<file path="config.mk">
export PLATFORM = sky130hd
export DESIGN_NAME = wa_comma_aligner
export DESIGN_NICKNAME = d
export VERILOG_FILES = /design/src/rtl/wa_pkg.sv /design/src/rtl/wa_window_regs.sv /design/src/rtl/wa_match_bank.sv /design/src/rtl/wa_boundary_ctrl.sv /design/src/rtl/wa_sync_delay.sv /design/src/rtl/wa_comma_aligner.sv
export SDC_FILE = /design/constraint.sdc
export NUM_CORES = 1
export LEC_CHECK = 0
export ABC_AREA = 1
export BUFFER_PORTS_ARGS = -buffer_cell sky130_fd_sc_hd__buf_2
export CAP_MARGIN = 20
export CORE_UTILIZATION = 45
export CTS_CLUSTER_SIZE = 24
export DETAILED_ROUTE_END_ITERATION = 10
export MAX_ROUTING_LAYER = met4
export SETUP_SLACK_MARGIN = 0.05
export SLEW_MARGIN = 30
export SYNTH_ARGS = -nofsm -noshare
export SYNTH_HDL_FRONTEND = slang
export SYNTH_SLANG_ARGS = --single-unit
</file>
<file path="constraint.sdc">
create_clock -name clk -period 6.63 [get_ports clk]
set_input_delay 0 -clock clk [delete_from_list [all_inputs] [get_ports clk]]
set_output_delay 0 -clock clk [all_outputs]
set_load 0.02 [all_outputs]
</file>
<file path="src/rtl/wa_pkg.sv">
package wa_pkg;
    // Cycles from a qualifying detection to the sync pulse.
    localparam int unsigned SYNC_LAT = 3;
    // Default comma: positive-disparity K28.5, bit 0 received first.
    localparam logic [9:0] COMMA_DEFAULT = 10'b0101111100;
endpackage

</file>
<file path="src/rtl/wa_window_regs.sv">
// Captures the incoming word and its predecessor, then presents them as
// one window (older word in the low half). Assumes rx_raw is synchronous to clk.
module wa_window_regs #(
    parameter int W = 10
) (
    input  logic           clk,
    input  logic           rst_n,
    input  logic [W-1:0]   rx_raw,
    output logic [2*W-1:0] window
);
    logic [W-1:0] cur_q;
    logic [W-1:0] prev_q;

    // Two-word history of the raw stream.
    always_ff @(posedge clk) begin
        if (!rst_n) begin
            cur_q  <= '0;
            prev_q <= '0;
        end else begin
            cur_q  <= rx_raw;
            prev_q <= cur_q;
        end
    end

    assign window = {cur_q, prev_q};
endmodule

</file>
<file path="src/rtl/wa_match_bank.sv">
// One comparator for each bit offset of the window. A lane reports a hit when
// its slice equals the pattern, or its inverse when INV is set. Purely combinational.
module wa_match_bank #(
    parameter int           W   = 10,
    parameter logic [W-1:0] PAT = '0,
    parameter bit           INV = 1'b1
) (
    input  logic [2*W-1:0] window,
    output logic [W-1:0]   hit
);
    for (genvar k = 0; k < W; k++) begin : g_lane
        logic [W-1:0] slice;
        assign slice = window[k +: W];
        if (INV) begin : g_both
            // Either polarity of the pattern counts.
            assign hit[k] = (slice == PAT) || (slice == ~PAT);
        end else begin : g_plain
            // Only the pattern as given counts.
            assign hit[k] = (slice == PAT);
        end
    end
endmodule

</file>
<file path="src/rtl/wa_boundary_ctrl.sv">
// Holds the word boundary and decides when it moves. It moves only while
// align_req is high and the current offset does not match, to the lowest
// matching offset. It also flags qualifying detections for the sync pulse.
// Assumes hit is valid in the same cycle.
module wa_boundary_ctrl #(
    parameter int W     = 10,
    parameter int OFF_W = $clog2(W)
) (
    input  logic             clk,
    input  logic             rst_n,
    input  logic             align_req,
    input  logic [W-1:0]     hit,
    output logic [OFF_W-1:0] off_q,
    output logic [OFF_W-1:0] off_next,
    output logic             det_next,
    output logic             lock_q
);
    logic [OFF_W-1:0] lowest;
    logic             any_hit;
    logic             move;
    logic             lock_next;
    logic             held_q;

    // Priority encoder: the lowest matching offset.
    always_comb begin
        lowest = '0;
        for (int k = W - 1; k >= 0; k--) begin
            if (hit[k]) lowest = OFF_W'(k);
        end
        any_hit = |hit;
    end

    // Next boundary, and whether this cycle qualifies for a sync pulse.
    always_comb begin
        move      = align_req && any_hit && !hit[off_q];
        off_next  = move ? lowest : off_q;
        det_next  = hit[off_next];
        lock_next = align_req && det_next && (move || !held_q);
    end

    // Boundary, held-request flag and registered qualifying event.
    always_ff @(posedge clk) begin
        if (!rst_n) begin
            off_q  <= '0;
            held_q <= 1'b0;
            lock_q <= 1'b0;
        end else begin
            off_q  <= off_next;
            held_q <= align_req && (held_q || lock_next);
            lock_q <= lock_next;
        end
    end
endmodule

</file>
<file path="src/rtl/wa_sync_delay.sv">
// Fixed-length delay line for the sync event. The output is the input
// delayed by DEPTH clocks.
module wa_sync_delay #(
    parameter int DEPTH = 3
) (
    input  logic clk,
    input  logic rst_n,
    input  logic evt_in,
    output logic evt_out
);
    logic [DEPTH:0] stage;

    assign stage[0] = evt_in;

    for (genvar i = 0; i < DEPTH; i++) begin : g_stage
        // One register stage of the delay line.
        always_ff @(posedge clk) begin
            if (!rst_n) stage[i+1] <= 1'b0;
            else        stage[i+1] <= stage[i];
        end
    end

    assign evt_out = stage[DEPTH];
endmodule

</file>
<file path="src/rtl/wa_comma_aligner.sv">
// Top of the request-driven comma aligner. Searches a two-word window for the
// pattern at every offset, moves the boundary only under align_req, and
// registers the realigned word, the detect flag and the delayed sync pulse.
// Assumes a single clock domain and a synchronous active-low reset.
module wa_comma_aligner #(
    parameter int           W         = 10,
    parameter logic [W-1:0] PATTERN   = wa_pkg::COMMA_DEFAULT,
    parameter bit           MATCH_INV = 1'b1
) (
    input  logic         clk,
    input  logic         rst_n,
    input  logic [W-1:0] rx_raw,
    input  logic         align_req,
    output logic [W-1:0] rx_aligned,
    output logic         pattern_det,
    output logic         sync_status
);
    localparam int OFF_W = $clog2(W);

    logic [2*W-1:0]   window;
    logic [W-1:0]     hit;
    logic [OFF_W-1:0] off_q;
    logic [OFF_W-1:0] off_next;
    logic             det_next;
    logic             lock_q;

    wa_window_regs #(.W(W)) u_window (
        .clk    (clk),
        .rst_n  (rst_n),
        .rx_raw (rx_raw),
        .window (window)
    );

    wa_match_bank #(.W(W), .PAT(PATTERN), .INV(MATCH_INV)) u_match (
        .window (window),
        .hit    (hit)
    );

    wa_boundary_ctrl #(.W(W), .OFF_W(OFF_W)) u_bound (
        .clk       (clk),
        .rst_n     (rst_n),
        .align_req (align_req),
        .hit       (hit),
        .off_q     (off_q),
        .off_next  (off_next),
        .det_next  (det_next),
        .lock_q    (lock_q)
    );

    wa_sync_delay #(.DEPTH(wa_pkg::SYNC_LAT)) u_delay (
        .clk     (clk),
        .rst_n   (rst_n),
        .evt_in  (lock_q),
        .evt_out (sync_status)
    );

    // Output word and detect flag, both cut at the boundary taking effect this edge.
    always_ff @(posedge clk) begin
        if (!rst_n) begin
            rx_aligned  <= '0;
            pattern_det <= 1'b0;
        end else begin
            rx_aligned  <= window[off_next +: W];
            pattern_det <= det_next;
        end
    end
endmodule

</file>
---- Yosys cells after proc, flatten, opt, wreduce, memory -nomap -nowiden ----
Index checks and enable logic that the tools add are counted.
word-level totals
  bits in registers ....................... 40
  latch bits .............................. 0
  bits in writable memories ............... 0
  memory bits (read-only) ................. 0
  input port bits ......................... 13
  output and inout port bits .............. 12
  word-level logic and storage cells ...... 68
  memories ................................ 0
cells by class
  $add $sub $neg .......................... 0
  multipliers ............................. 0
  div/mod/pow operators ................... 0
  magnitude comparators ................... 2
  eq/ne operators ......................... 20
  shift operators ......................... 1
  multiplexer cells ....................... 15
  bitwise logic cells ..................... 0
  reduce and logical (&&, ||, !) cells .... 20
operator list
  kind                  count
  $eq 10x10->1 const B  10
  $eq 10x9->1 const B   10
  $mux 4                11
  $shiftx 20x5->10      1
  $logic_or 1x1->1      12
  $lt 4x5->1 const B    2
  $reduce_or 10->1      1
  $bmux 1 s4            2
  $logic_and 1x1->1     5
  $logic_not 1->1       2
  $mux 1                2

---- Logic depth before layout (Yosys ltp) ----
Gate-level depths: netlist (run 1).
  depth in word-level cells ............... 19
  depth in mapped cells ................... 22
  gate-level depth less buffers ........... 20

---- Cells and area by module ----
A second synthesis (run 1) with hierarchy kept.
second synthesis, totals
  cell total of the unflattened synthesis .. 504
  area total of the unflattened synthesis .. 2,952.8 sq um
by module, submodules not included
  module            instances  cells an instance  area an instance (sq um)  seq. area each (sq um)
  wa_comma_aligner  1          186                1,084.8                   220.2
  wa_boundary_ctrl  1          109                669.4                     120.1
  wa_window_regs    1          62                 573.0                     400.4
  wa_match_bank     1          138                543.0                     0.0
  wa_sync_delay     1          9                  82.6                      60.1

---- Worst setup path before layout (run 1) ----
Ideal clock, no wire load.
  kind .................................... reg2reg
  start point ............................. register u_window.cur_q[0]
  end point ............................... register rx_aligned[3]
  library setup time ...................... 132 ps
  data arrival time ....................... 2,014 ps
  path slack .............................. 4,484 ps
  stages on the path, launching flop included .. 21
  buffers on the path ..................... 2
  clock period less this slack ............ 2,146 ps
  cell sequence ........................... dfxtp_1 > buf_4 > nor2_1 > inv_1 > nor3_1 > nand2_1 > nand2_1 > inv_1 > nand3_2 > nor2_4 > nor2_8 > nand2_8 > nand2_8 > nand2_4 > buf_6 > o21ai_0 > nand2_1 > nand3_1 > nand2_1 > nand2_1 > a21oi_2
on the way
  cells in the longest elaborated chain, start to end .. 14
  elaborated cells on any way between the ends .. 45
  classes of those cells .................. eq/ne: 18; shift: 1; mux: 13; reduce/logical: 13
RTL lines
  element                                      RTL line                text
  from (decl)                                  wa_window_regs.sv:11    logic [W-1:0] cur_q;
  from (signal assigned)                       wa_window_regs.sv:20    cur_q <= rx_raw;
  $eq 10x9->1 or $eq 10x10->1 (tied branches)  wa_match_bank.sv:16     assign hit[k] = (slice == PAT) || (slice == ~PAT);
  $logic_or 1x1->1                             wa_match_bank.sv:16
  $mux 4 (10 in a row)                         wa_boundary_ctrl.sv:28  if (hit[k]) lowest = OFF_W'(k);
  $mux 4                                       wa_boundary_ctrl.sv:36  off_next = move ? lowest : off_q;
  $shiftx 20x5->10 (*)                         wa_comma_aligner.sv:63  rx_aligned <= window[off_next +: W];
  to (signal assigned)                         wa_comma_aligner.sv:63
  to (decl)                                    wa_comma_aligner.sv:14  output logic [W-1:0] rx_aligned,
Mark *: on every way between the ends. The rest lies on a longest branch, timed or not. The select of a mux whose other input is x is not followed.
A chain may end at the register's enable or synchronous reset.

---- Final worst setup path (run 1) ----
  start point ............................. register u_window.cur_q[0]
  end point ............................... register, netlist name u_bound.lock_q
on the way
  cells in the longest elaborated chain, start to end .. 17
  elaborated cells on any way between the ends .. 49
  classes of those cells .................. eq/ne: 18; mux: 15; reduce/logical: 16
RTL lines
  element                                      RTL line                text
  $eq 10x9->1 or $eq 10x10->1 (tied branches)  wa_match_bank.sv:16
  $logic_or 1x1->1                             wa_match_bank.sv:16
  $mux 4 (10 in a row)                         wa_boundary_ctrl.sv:28
  $mux 4                                       wa_boundary_ctrl.sv:36
  $bmux 1 s4                                   wa_boundary_ctrl.sv:37  det_next = hit[off_next];
  $mux 1 (implied by the code)                 wa_boundary_ctrl.sv:37
  $logic_and 1x1->1                            wa_boundary_ctrl.sv:38  lock_next = align_req && det_next && (move || !held_q);
  $logic_and 1x1->1 (*)                        wa_boundary_ctrl.sv:38
Marked as above.

==> results.sh, run 1 <==
export IMPL_intPower_w=0.000351
export IMPL_power_density_mw_per_mm2=147
export IMPL_synth_area_sq_mm=0.00297
export IMPL_grt_pass1_vias=3066
export IMPL_relSlewSlack=0.652
export IMPL_cts_tree="built"
export IMPL_cpPeakStageDelay_ns=0.55
export IMPL_cp_end_kind="register"
export IMPL_irDropWorstVdd_v=0.000116
export IMPL_drv_cap=0
export IMPL_p_sw_frac=0.267
export IMPL_crit_buf_inv=2
export IMPL_synth_seq_area_share=0.270
export IMPL_arrival_ns=3.25
export IMPL_final_cell_area_sq_mm=0.00326
export IMPL_vias=3190
export IMPL_diodes=0
export IMPL_layout_commonest_cell="nand2_1"
export IMPL_port_buffers=24
export IMPL_ant_nets=0
export IMPL_synth_edf_count=0
export IMPL_synth_area_leader_cell="dfxtp_1"
export IMPL_rsz0062_at_grt="false"
export IMPL_crit_slowest_cell="dfxtp_1"
export IMPL_cts_resized=0
export IMPL_die_width_um=83.2
export IMPL_timing_critical_path_mode_cell="nand3_1"
export IMPL_layout_common_cells="160 x nand2_1, 111 x nand3_1, 67 x inv_1"
export IMPL_drt_wirelength_per_cell_um=14.0
export IMPL_antenna_found_initial=0
export IMPL_area_growth_syn_to_layout_pct=9.70
export IMPL_crit_path_max_fanout=15
export IMPL_switching_power_w=0.000128
export IMPL_ys_top_cells_by_area="dfxtp_1 27%, nand2_1 20%, nand3_1 19%"
export IMPL_root_buffer="clkbuf_8"
export IMPL_start_kind="register"
export IMPL_grt_max_degree=31
export IMPL_ys_warn_count=0
export IMPL_final_hold_viol_count=0
export IMPL_vias_per_cell=5.26
export IMPL_fillers=663
export IMPL_syn_inst=506
export IMPL_drive_gt1_frac=0.126
export IMPL_grt_first_pass_wirelength_um=14600
export IMPL_dieArea_sq_mm=0.00692
export IMPL_dp_hpwl_um=6600
export IMPL_crit_required_ns=6.87
export IMPL_synthFlopType="dfxtp_1"
export IMPL_grt_ovfl_total=0
export IMPL_crit_chain="inv_1, nand2_1, nor2_1, nand3_1, nand2_1, nor2_1, nand3_2, nor2_4, nor2_8, nand3_1, nand2_2, inv_1, nand3_1, nand3_1, nand3_1, nand2_1, nand2_1, nor2_1"
export IMPL_first_pass_iters=5
export IMPL_start_util=0.467
export IMPL_max_freq_mhz=332
export IMPL_tightest_slew_ns=0.521
export IMPL_cpLargestDelayFamily="simple AND/OR/NAND/NOR gates"
export IMPL_rows=29
export IMPL_fin_tns_setup_ns=0
export IMPL_finalSetupViolCount=0
export IMPL_cts_setup_buffers=0
export IMPL_ios=25
export IMPL_cts_buffer_depth=2
export IMPL_numCtsBuffers=5
export IMPL_ys_ff_latch=40
export IMPL_nets=542
export IMPL_combPwrFrac=0.112
export IMPL_slew_violations=0
export IMPL_hold_path_class="primary input to register"
export IMPL_power_frac_seq=0.543
export IMPL_p_leak_nw=1.78
export IMPL_htree_levels=2
export IMPL_critPathKind="register to register"
export IMPL_synth_area_per_cell_sq_um=5.87
export IMPL_async_reset_ff_frac=0
export IMPL_synthDistinctLibCells=30
export IMPL_skew_ns=0.00629
export IMPL_clk_pin_slew_ns=0.07
export IMPL_core_sq_mm=0.00635
export IMPL_yosysTopAreaCellShare=0.270
export IMPL_status="complete, no violations"
export IMPL_drt_iter0_markers=313
export IMPL_mappedNetlistNets=519
export IMPL_grt_util_all_layers=0.271
export IMPL_post_route_drc_count=0
export IMPL_routed_wirelength_um=8530
export IMPL_min_period_over_period=0.454
export IMPL_cts_sinks=40
export IMPL_timing_final_crit_period_ns=3.01
export IMPL_place_congestion=0.968
export IMPL_r2r_slack_ns=3.62
export IMPL_clockPowerShare=0.345
export IMPL_placed_area_sq_mm=0.00305
export IMPL_die_y_um=83.2
export IMPL_clk_latency_ns=0.29
per-stage QoR:
step	util	total power, W	hold WS, ns	std cells	setup slack [ns]
2_1_floorplan	-	0.000298	0.0976	506	4.48
4_1_cts	0.513	0.000485	0.153	607	3.69
5_1_grt	0.513	0.000504	0.181	607	3.36
3_3_place_gp	0.481	0.000315	0.181	588	3.61
3_5_place_dp	0.481	0.000314	0.184	588	3.70
6_report	0.513	0.000479	0.153	607	3.62
power groups by stage:
stage               logic [W]  clock network (W)  registers, W
floorplan           0.0000369                  0      0.000261
global placement    0.0000491                  0      0.000266
detailed placement  0.0000481                  0      0.000266
CTS                 0.0000532           0.000172      0.000260
global route        0.0000616           0.000181      0.000261
finish              0.0000537           0.000165      0.000260
repair_timing:
action,4_1_cts,5_1_grt
endpoints found under the setup margin,0,0
hold endpoints to repair,11,0
hold buffers,11,0
worst min-delay path, stage by stage:
cell and delay [ns]:
buf_2 0.26, nand2_1 0.11, inv_1 0.03
cell usage after synthesis (5+ instances only):
master / n
a21oi_1: 5
buf_2: 6
buf_6: 5
dfxtp_1: 40
inv_1: 67
inv_2: 11
nand2_1: 160
nand3_1: 111
nand3_2: 5
nor2_1: 47
cell type report:
cell class              count  area, sq um  area share
clock buffers               6         82.6      0.0254
clock inverters             2         10.0     0.00307
inverters                  81          312      0.0957
multi-input cells         366         1720       0.530
flip-flops and latches     40          801       0.246
well taps                  77         96.3      0.0296
repair buffers             35          230      0.0707
routing by layer:
metal	routed length (um)	part of all wire	vias up	track usage
met5	0	0	-	-
met4	258	0.030	0	0.103
met3	414	0.049	23	0.0358
met2	3780	0.44	126	0.427
met1	4070	0.48	1409	0.354
li1	-	-	1632	-
sequential cells by signal, indices dropped and copies added, names as in the netlist:
signal and count:
u_delay.stage 2, rx_aligned 10, u_bound.lock_q 1, u_window.prev_q 10
u_bound.off_q 4, u_delay.evt_out 1, u_bound.held_q 1, u_window.cur_q 10
pattern_det 1
kinds of logic (layout without fill, tap and decap cells):
family | after synthesis | count (layout) | synth area share
compound gates | 20 | 20 | 0.0417
simple gates | 346 | 346 | 0.539
flops | 40 | 40 | 0.270
buf+inv | 100 | 124 | 0.149
path summary, 6_finish.rpt:
path | start | to | depth (start not counted)
setup reg to reg | u_window.cur_q[0]$_SDFF_PN0_ | u_bound.lock_q$_SDFF_PN0_ | 18
setup / recovery | u_window.cur_q[0]$_SDFF_PN0_ | u_bound.lock_q$_SDFF_PN0_ | 18
hold reg to reg | u_delay.stage[2]$_SDFF_PN0_ | u_delay.evt_out$_SDFF_PN0_ | 2
hold / removal | rst_n | u_window.cur_q[5]$_SDFF_PN0_ | 3
No activity file was read; power rests on OpenSTA's default activity.
==> run 2: changes to the inputs <==
Settings changed: PLACE_DENSITY set to 0.65.
Clock period 6.63 ns to 2.5 ns, I/O delays scaled along.
==> results.sh, run 2 (synthesis results as in run 1) <==
export IMPL_fin_ws_ns=0.0821
export IMPL_grt_max_degree=27
export IMPL_grt_ovfl_total=0
export IMPL_crit_path_max_fanout=8
export IMPL_numCtsBuffers=5
export IMPL_drt_wirelength_per_cell_um=14.4
export IMPL_vias_per_cell=5.35
export IMPL_p_sw_frac=0.270
export IMPL_power_frac_seq=0.481
export IMPL_irDropWorstVdd_v=0.000239
export IMPL_area_growth_syn_to_layout_pct=39.3
export IMPL_hold_path_class="primary input to register"
export IMPL_fillers=593
export IMPL_timing_final_crit_period_ns=2.42
export IMPL_whs_path_depth=3
export IMPL_final_hold_viol_count=0
export IMPL_vias=3514
export IMPL_intPower_w=0.00103
export IMPL_ant_nets=0
export IMPL_place_ws_ns=-0.170
export IMPL_grt_pass1_vias=3196
export IMPL_grt_util_all_layers=0.284
export IMPL_clk_latency_ns=0.31
export IMPL_r2r_end="rx_aligned[5]$_SDFF_PN0_"
export IMPL_cts_sinks=40
export IMPL_die_y_um=83.2
export IMPL_layout_common_cells="140 x nand2_1, 80 x nand3_1, 62 x inv_1"
export IMPL_crit_required_ns=2.74
export IMPL_start_util=0.467
export IMPL_cts_tree="built"
export IMPL_port_buffers=24
export IMPL_holdPathEnd="u_bound.lock_q$_SDFF_PN0_"
export IMPL_root_buffer="clkbuf_8"
export IMPL_hold_start="align_req"
export IMPL_switching_power_w=0.000382
export IMPL_reg_largest_list="rx_aligned: 10 flops, u_window.cur_q: 10 flops, u_window.prev_q: 10 flops"
export IMPL_post_route_drc_count=0
export IMPL_max_freq_mhz=414
export IMPL_start_kind="register"
export IMPL_tightest_slew_ns=0.474
export IMPL_cts_buffer_depth=2
export IMPL_combPwrFrac=0.137
export IMPL_min_period_over_period=0.967
export IMPL_rr_worst_depth=17
export IMPL_arrival_ns=2.66
export IMPL_skew_ns=0.0122
export IMPL_diodes=0
export IMPL_r2r_slack_ns=0.08
export IMPL_status="complete, no violations"
export IMPL_antenna_found_initial=0
export IMPL_dp_cells=628
export IMPL_routed_wirelength_um=9480
export IMPL_clk_pin_slew_ns=0.09
export IMPL_clockPowerShare=0.382
export IMPL_dieArea_sq_mm=0.00692
export IMPL_p_leak_nw=2.18
export IMPL_finalSetupViolCount=0
export IMPL_first_pass_iters=5
export IMPL_dp_hpwl_um=6930
export IMPL_slew_violations=0
export IMPL_ios=25
export IMPL_critPathKind="register to register"
export IMPL_cp_end_kind="register"
export IMPL_die_width_um=83.2
export IMPL_final_cells=657
export IMPL_drv_cap=0
export IMPL_drive_gt1_frac=0.362
export IMPL_grt_first_pass_wirelength_um=15400
export IMPL_nets=592
export IMPL_relSlewSlack=0.684
export IMPL_rsz0062_at_grt="true"
export IMPL_regToRegStartpoint="u_window.prev_q[9]$_SDFF_PN0_"
export IMPL_place_congestion=0.947
export IMPL_htree_levels=2
export IMPL_power_density_mw_per_mm2=342
export IMPL_layout_commonest_cell="nand2_1"
export IMPL_rows=29
export IMPL_core_sq_mm=0.00635
export IMPL_drt_iter0_markers=381
## run 2: cell types whose count changed in the layout (fill, tap and decap cells not counted), sizes merged
| cell | change |
|---|---|
| bufinv | +1 |
| clkbuf | +1 |
| buf | +49 |
| nand2 | +1 |
| clkinv | -1 |
| dlygate4sd3 | -1 |
## run 2: how the worst max path moves through the flow
stage                                        from                        to  cells past startpoint  slack (ns)
floorplan            u_window.cur_q[0]$_SDFF_PN0_  rx_aligned[3]$_SDFF_PN0_                     20        0.35
global placement     u_window.cur_q[2]$_SDFF_PN0_  rx_aligned[5]$_SDFF_PN0_                     16       -0.17
detailed placement   u_window.cur_q[2]$_SDFF_PN0_  rx_aligned[5]$_SDFF_PN0_                     18       -0.17
CTS                  u_window.cur_q[3]$_SDFF_PN0_  rx_aligned[5]$_SDFF_PN0_                     17        0.05
global route        u_window.prev_q[9]$_SDFF_PN0_  rx_aligned[8]$_SDFF_PN0_                     19       -0.09
finish              u_window.prev_q[9]$_SDFF_PN0_  rx_aligned[5]$_SDFF_PN0_                     17        0.08
## run 2: power groups by stage
stage / Sequential, W / Clock (W) / Combinational [W]
after floorplan: 0.000691 / 0 / 0.0000979
after global placement: 0.000695 / 0 / 0.000157
after detailed placement: 0.000696 / 0 / 0.000158
after CTS: 0.000681 / 0.000540 / 0.000172
after global routing: 0.000683 / 0.000580 / 0.000215
final: 0.000680 / 0.000540 / 0.000194
## run 2: routing by layer
metal | routed length, um | GRT usage | part of all wire | vias up
li1 | - | - | - | 1744
met1 | 4250 | 0.382 | 0.45 | 1618
met2 | 4520 | 0.452 | 0.48 | 137
met3 | 569 | 0.0378 | 0.060 | 15
met4 | 136 | 0.0737 | 0.014 | 0
met5 | 0 | - | 0 | -
## run 2: worst max-delay path: stages, from the launching register on
cell and delay, ns:
dfxtp_4 0.38, buf_4 0.15, nand2_4 0.06, nor2_1 0.04
nand3_1 0.11, nand2_2 0.10, nor2_4 0.15, nand3_2 0.12
nor2_4 0.21, nor2_8 0.07, nand3_4 0.16, clkbuf_16 0.19
nand3_2 0.10, nand3_2 0.10, nand2_2 0.08, o21ai_2 0.16
inv_1 0.06, a21oi_1 0.11
## run 2: repair_timing
| item | CTS | global route |
|---|---|---|
| setup buffers | 1 | 8 |
| cloned | 1 | 1 |
| pin swaps | 8 | 24 |
| hold buffers | 10 | 0 |
| endpoints found under the setup margin | 12 | 13 |
| gates resized for setup | 26 | 109 |
| hold endpoints to repair | 10 | 0 |
## run 2: area by class of cell
class,count,area (sq um),share of cell area
repair buffers,84,674,0.163
inverters,81,327,0.0790
flip-flops and latches,40,841,0.203
clock inverters,2,35.0,0.00847
multi-input cells,367,2090,0.505
well taps,77,96.3,0.0233
clock buffers,6,72.6,0.0176
## run 2: through the flow
| stage | cell area [sq um] | hold slack [ns] | util | setup TNS [ns] | power [W] |
|---|---|---|---|---|---|
| floorplan | 2970 | 0.0976 | - | 0 | 0.000789 |
| detailed placement | 3380 | 0.185 | 0.532 | -0.900 | 0.000853 |
| finish | 4130 | 0.0201 | 0.651 | 0 | 0.00141 |
| CTS | 3690 | 0.0116 | 0.582 | 0 | 0.00139 |
| global route | 4130 | 0.0234 | 0.651 | -0.582 | 0.00148 |
| global placement | 3380 | 0.179 | 0.532 | -0.610 | 0.000853 |
==> run 3: changes to the inputs <==
--- a/config.mk
+++ b/config.mk
@@ -7,5 +7,5 @@
 export LEC_CHECK = 0
 export ABC_AREA = 1
-export BUFFER_PORTS_ARGS = -buffer_cell sky130_fd_sc_hd__buf_2
+export BUFFER_PORTS_ARGS = -buffer_cell sky130_fd_sc_hd__buf_4
 export CAP_MARGIN = 20
 export CORE_UTILIZATION = 45
@@ -15,5 +15,5 @@
 export PLACE_DENSITY = 0.65
 export SETUP_SLACK_MARGIN = 0.05
-export SLEW_MARGIN = 30
+export SLEW_MARGIN = 15
 export SYNTH_ARGS = -nofsm -noshare
 export SYNTH_HDL_FRONTEND = slang
==> constraint.sdc (replaced) <==
create_clock -name clk -period 2.5 [get_ports clk]
set_input_delay 0 -clock clk [delete_from_list [all_inputs] [get_ports clk]]
set_output_delay 0 -clock clk [all_outputs]
set_load 0.1 [all_outputs]
==> results.sh, run 3 (synthesis results as in run 1) <==
export IMPL_post_route_drc_count=0
export IMPL_relSlewSlack=0.640
export IMPL_first_pass_iters=5
export IMPL_regToRegStartpoint="u_window.prev_q[2]$_SDFF_PN0_"
export IMPL_slew_violations=0
export IMPL_clk_pin_slew_ns=0.08
export IMPL_cp_end_kind="register"
export IMPL_min_period_over_period=0.984
export IMPL_power_frac_seq=0.406
export IMPL_dp_hpwl_um=7070
export IMPL_p_total_w=0.00168
export IMPL_power_density_mw_per_mm2=360
export IMPL_p_leak_nw=2.39
export IMPL_ios=25
export IMPL_cpPeakStageDelay_ns=0.46
export IMPL_clk_latency_ns=0.30
export IMPL_cts_sinks=40
export IMPL_die_width_um=83.2
export IMPL_p_sw_frac=0.250
export IMPL_htree_levels=2
export IMPL_irDropWorstVdd_v=0.000389
export IMPL_layout_common_cells="119 x nand2_1, 79 x buf_4, 60 x nand3_1"
export IMPL_nets=611
export IMPL_diodes=0
export IMPL_hold_path_class="primary input to register"
export IMPL_arrival_ns=2.70
export IMPL_place_ws_ns=-0.0988
export IMPL_max_freq_mhz=406
export IMPL_intPower_w=0.00126
export IMPL_tightest_slew_ns=0.540
export IMPL_fin_ws_ns=0.0388
export IMPL_die_y_um=83.2
export IMPL_drt_wirelength_per_cell_um=15.6
export IMPL_final_hold_viol_count=0
export IMPL_start_util=0.467
export IMPL_switching_power_w=0.000419
export IMPL_crit_buf_inv=4
export IMPL_cts_tree="built"
export IMPL_timing_critical_path_mode_cell="nand3_1"
export IMPL_finalSetupViolCount=0
export IMPL_rsz0062_at_grt="true"
export IMPL_crit_slowest_cell="dfxtp_1"
export IMPL_drv_cap=0
export IMPL_grt_max_degree=27
export IMPL_timing_final_crit_period_ns=2.46
export IMPL_layout_commonest_cell="nand2_1"
export IMPL_skew_ns=0.00930
export IMPL_drive_gt1_frac=0.476
export IMPL_antenna_found_initial=0
export IMPL_rr_worst_depth=18
export IMPL_vias=3667
export IMPL_rows=29
export IMPL_r2r_slack_ns=0.04
export IMPL_grt_first_pass_wirelength_um=15600
export IMPL_root_buffer="clkbuf_8"
export IMPL_ant_nets=0
export IMPL_dieArea_sq_mm=0.00692
export IMPL_grt_pass1_vias=3270
export IMPL_whs_path_depth=3
export IMPL_clockPowerShare=0.438
export IMPL_combPwrFrac=0.156
export IMPL_grt_util_all_layers=0.292
export IMPL_vias_per_cell=5.42
export IMPL_r2r_end="rx_aligned[3]$_SDFF_PN0_"
export IMPL_numCtsBuffers=5
export IMPL_critPathKind="register to register"
export IMPL_status="complete, no violations"
export IMPL_reg_largest_list="rx_aligned: 10 flops, u_window.cur_q: 10 flops, u_window.prev_q: 10 flops"
export IMPL_holdPathEnd="u_bound.lock_q$_SDFF_PN0_"
export IMPL_port_buffers=24
export IMPL_place_congestion=1.04
export IMPL_core_sq_mm=0.00635
export IMPL_crit_path_max_fanout=8
export IMPL_routed_wirelength_um=10600
export IMPL_grt_ovfl_total=0
export IMPL_crit_required_ns=2.74
export IMPL_crit_chain="inv_1, nand2_1, nor2_1, nand3_1, nand2_2, nor2_1, nand3_2, nor2_4, nor2_8, nand3_4, buf_12, buf_12, nand3_1, nand3_1, nand3_1, nand2_1, inv_2, a21oi_2"
export IMPL_start_kind="register"
export IMPL_drt_iter0_markers=348
export IMPL_cpLargestDelayFamily="simple AND/OR/NAND/NOR gates"
export IMPL_area_growth_syn_to_layout_pct=57.1
export IMPL_hold_start="align_req"
export IMPL_cts_buffer_depth=2
export IMPL_fin_util=0.734
export IMPL_cp_depth=18
run 3: cell types whose count changed in the layout (fill, tap and decap cells not counted), sizes merged:
cell    change
nand2       +2
bufinv      +2
clkinv      -1
buf        +17
clkbuf      -1
run 3: what timing repair did:
| item | CTS | global route |
|---|---|---|
| resized for setup | 35 | 168 |
| setup endpoints to repair | 12 | 12 |
| buffers inserted | 5 | 12 |
| endpoints found under the hold margin | 10 | 0 |
| hold buffers | 10 | 0 |
| gates cloned | 2 | 3 |
| pin swaps | 13 | 50 |
run 3: per-layer routing:
layer | share of wire | vias to the layer above | global-route usage | wire (um)
met4 | 0.034 | 0 | 0.107 | 361
li1 | - | 1781 | - | -
met1 | 0.43 | 1684 | 0.383 | 4500
met5 | 0 | - | - | 0
met2 | 0.47 | 167 | 0.455 | 4950
met3 | 0.071 | 35 | 0.0437 | 747
run 3: worst reg2reg max path, delay by kind of cell, from the launching register on:
kind / cells / cell delay [ns]
AO/OA/AOI/OAI: 1 / 0.11
buffers and inverters: 4 / 0.47
flip-flops: 1 / 0.46
AND/OR/NAND/NOR: 13 / 1.36
run 3: worst max path at each step:
stage	start	slack, ns	endpoint
finish	u_window.prev_q[2]$_SDFF_PN0_	0.04	rx_aligned[3]$_SDFF_PN0_
floorplan	u_window.cur_q[0]$_SDFF_PN0_	0.35	rx_aligned[3]$_SDFF_PN0_
CTS	u_window.prev_q[6]$_SDFF_PN0_	0.04	rx_aligned[5]$_SDFF_PN0_
global route	u_window.cur_q[4]$_SDFF_PN0_	-0.12	rx_aligned[3]$_SDFF_PN0_
detailed placement	u_window.cur_q[0]$_SDFF_PN0_	-0.1	rx_aligned[5]$_SDFF_PN0_
global placement	u_window.cur_q[0]$_SDFF_PN0_	-0.14	rx_aligned[5]$_SDFF_PN0_
run 3: layout make-up:
cell class | count | area, sq um
clock inverters | 3 | 90.1
flip-flops and latches | 40 | 837
repair buffers | 101 | 893
multi-input cells | 369 | 2340
inverters | 81 | 332
well taps | 77 | 96.3
fillers | 508 | 1690
clock buffers | 5 | 68.8
run 3: power groups by stage:
stage	combinational [W]	sequential [W]	clock [W]
after floorplan	0.0000979	0.000717	0
after global placement	0.000197	0.000695	0
after detailed placement	0.000197	0.000695	0
after CTS	0.000214	0.000680	0.000748
after global routing	0.000282	0.000683	0.000782
final	0.000262	0.000681	0.000734
run 3: per-stage QoR:
step           instance area, sq um  instances  hold slack (ns)  TNS (ns)
6_report                       4660        676           0.0446         0
5_1_grt                        4660        676           0.0597    -0.465
4_1_cts                        3920        661           0.0409         0
3_5_place_dp                   3490        636            0.184    -0.362
3_3_place_gp                   3490        636            0.180    -0.936
2_1_floorplan                  2970        506           0.0976         0
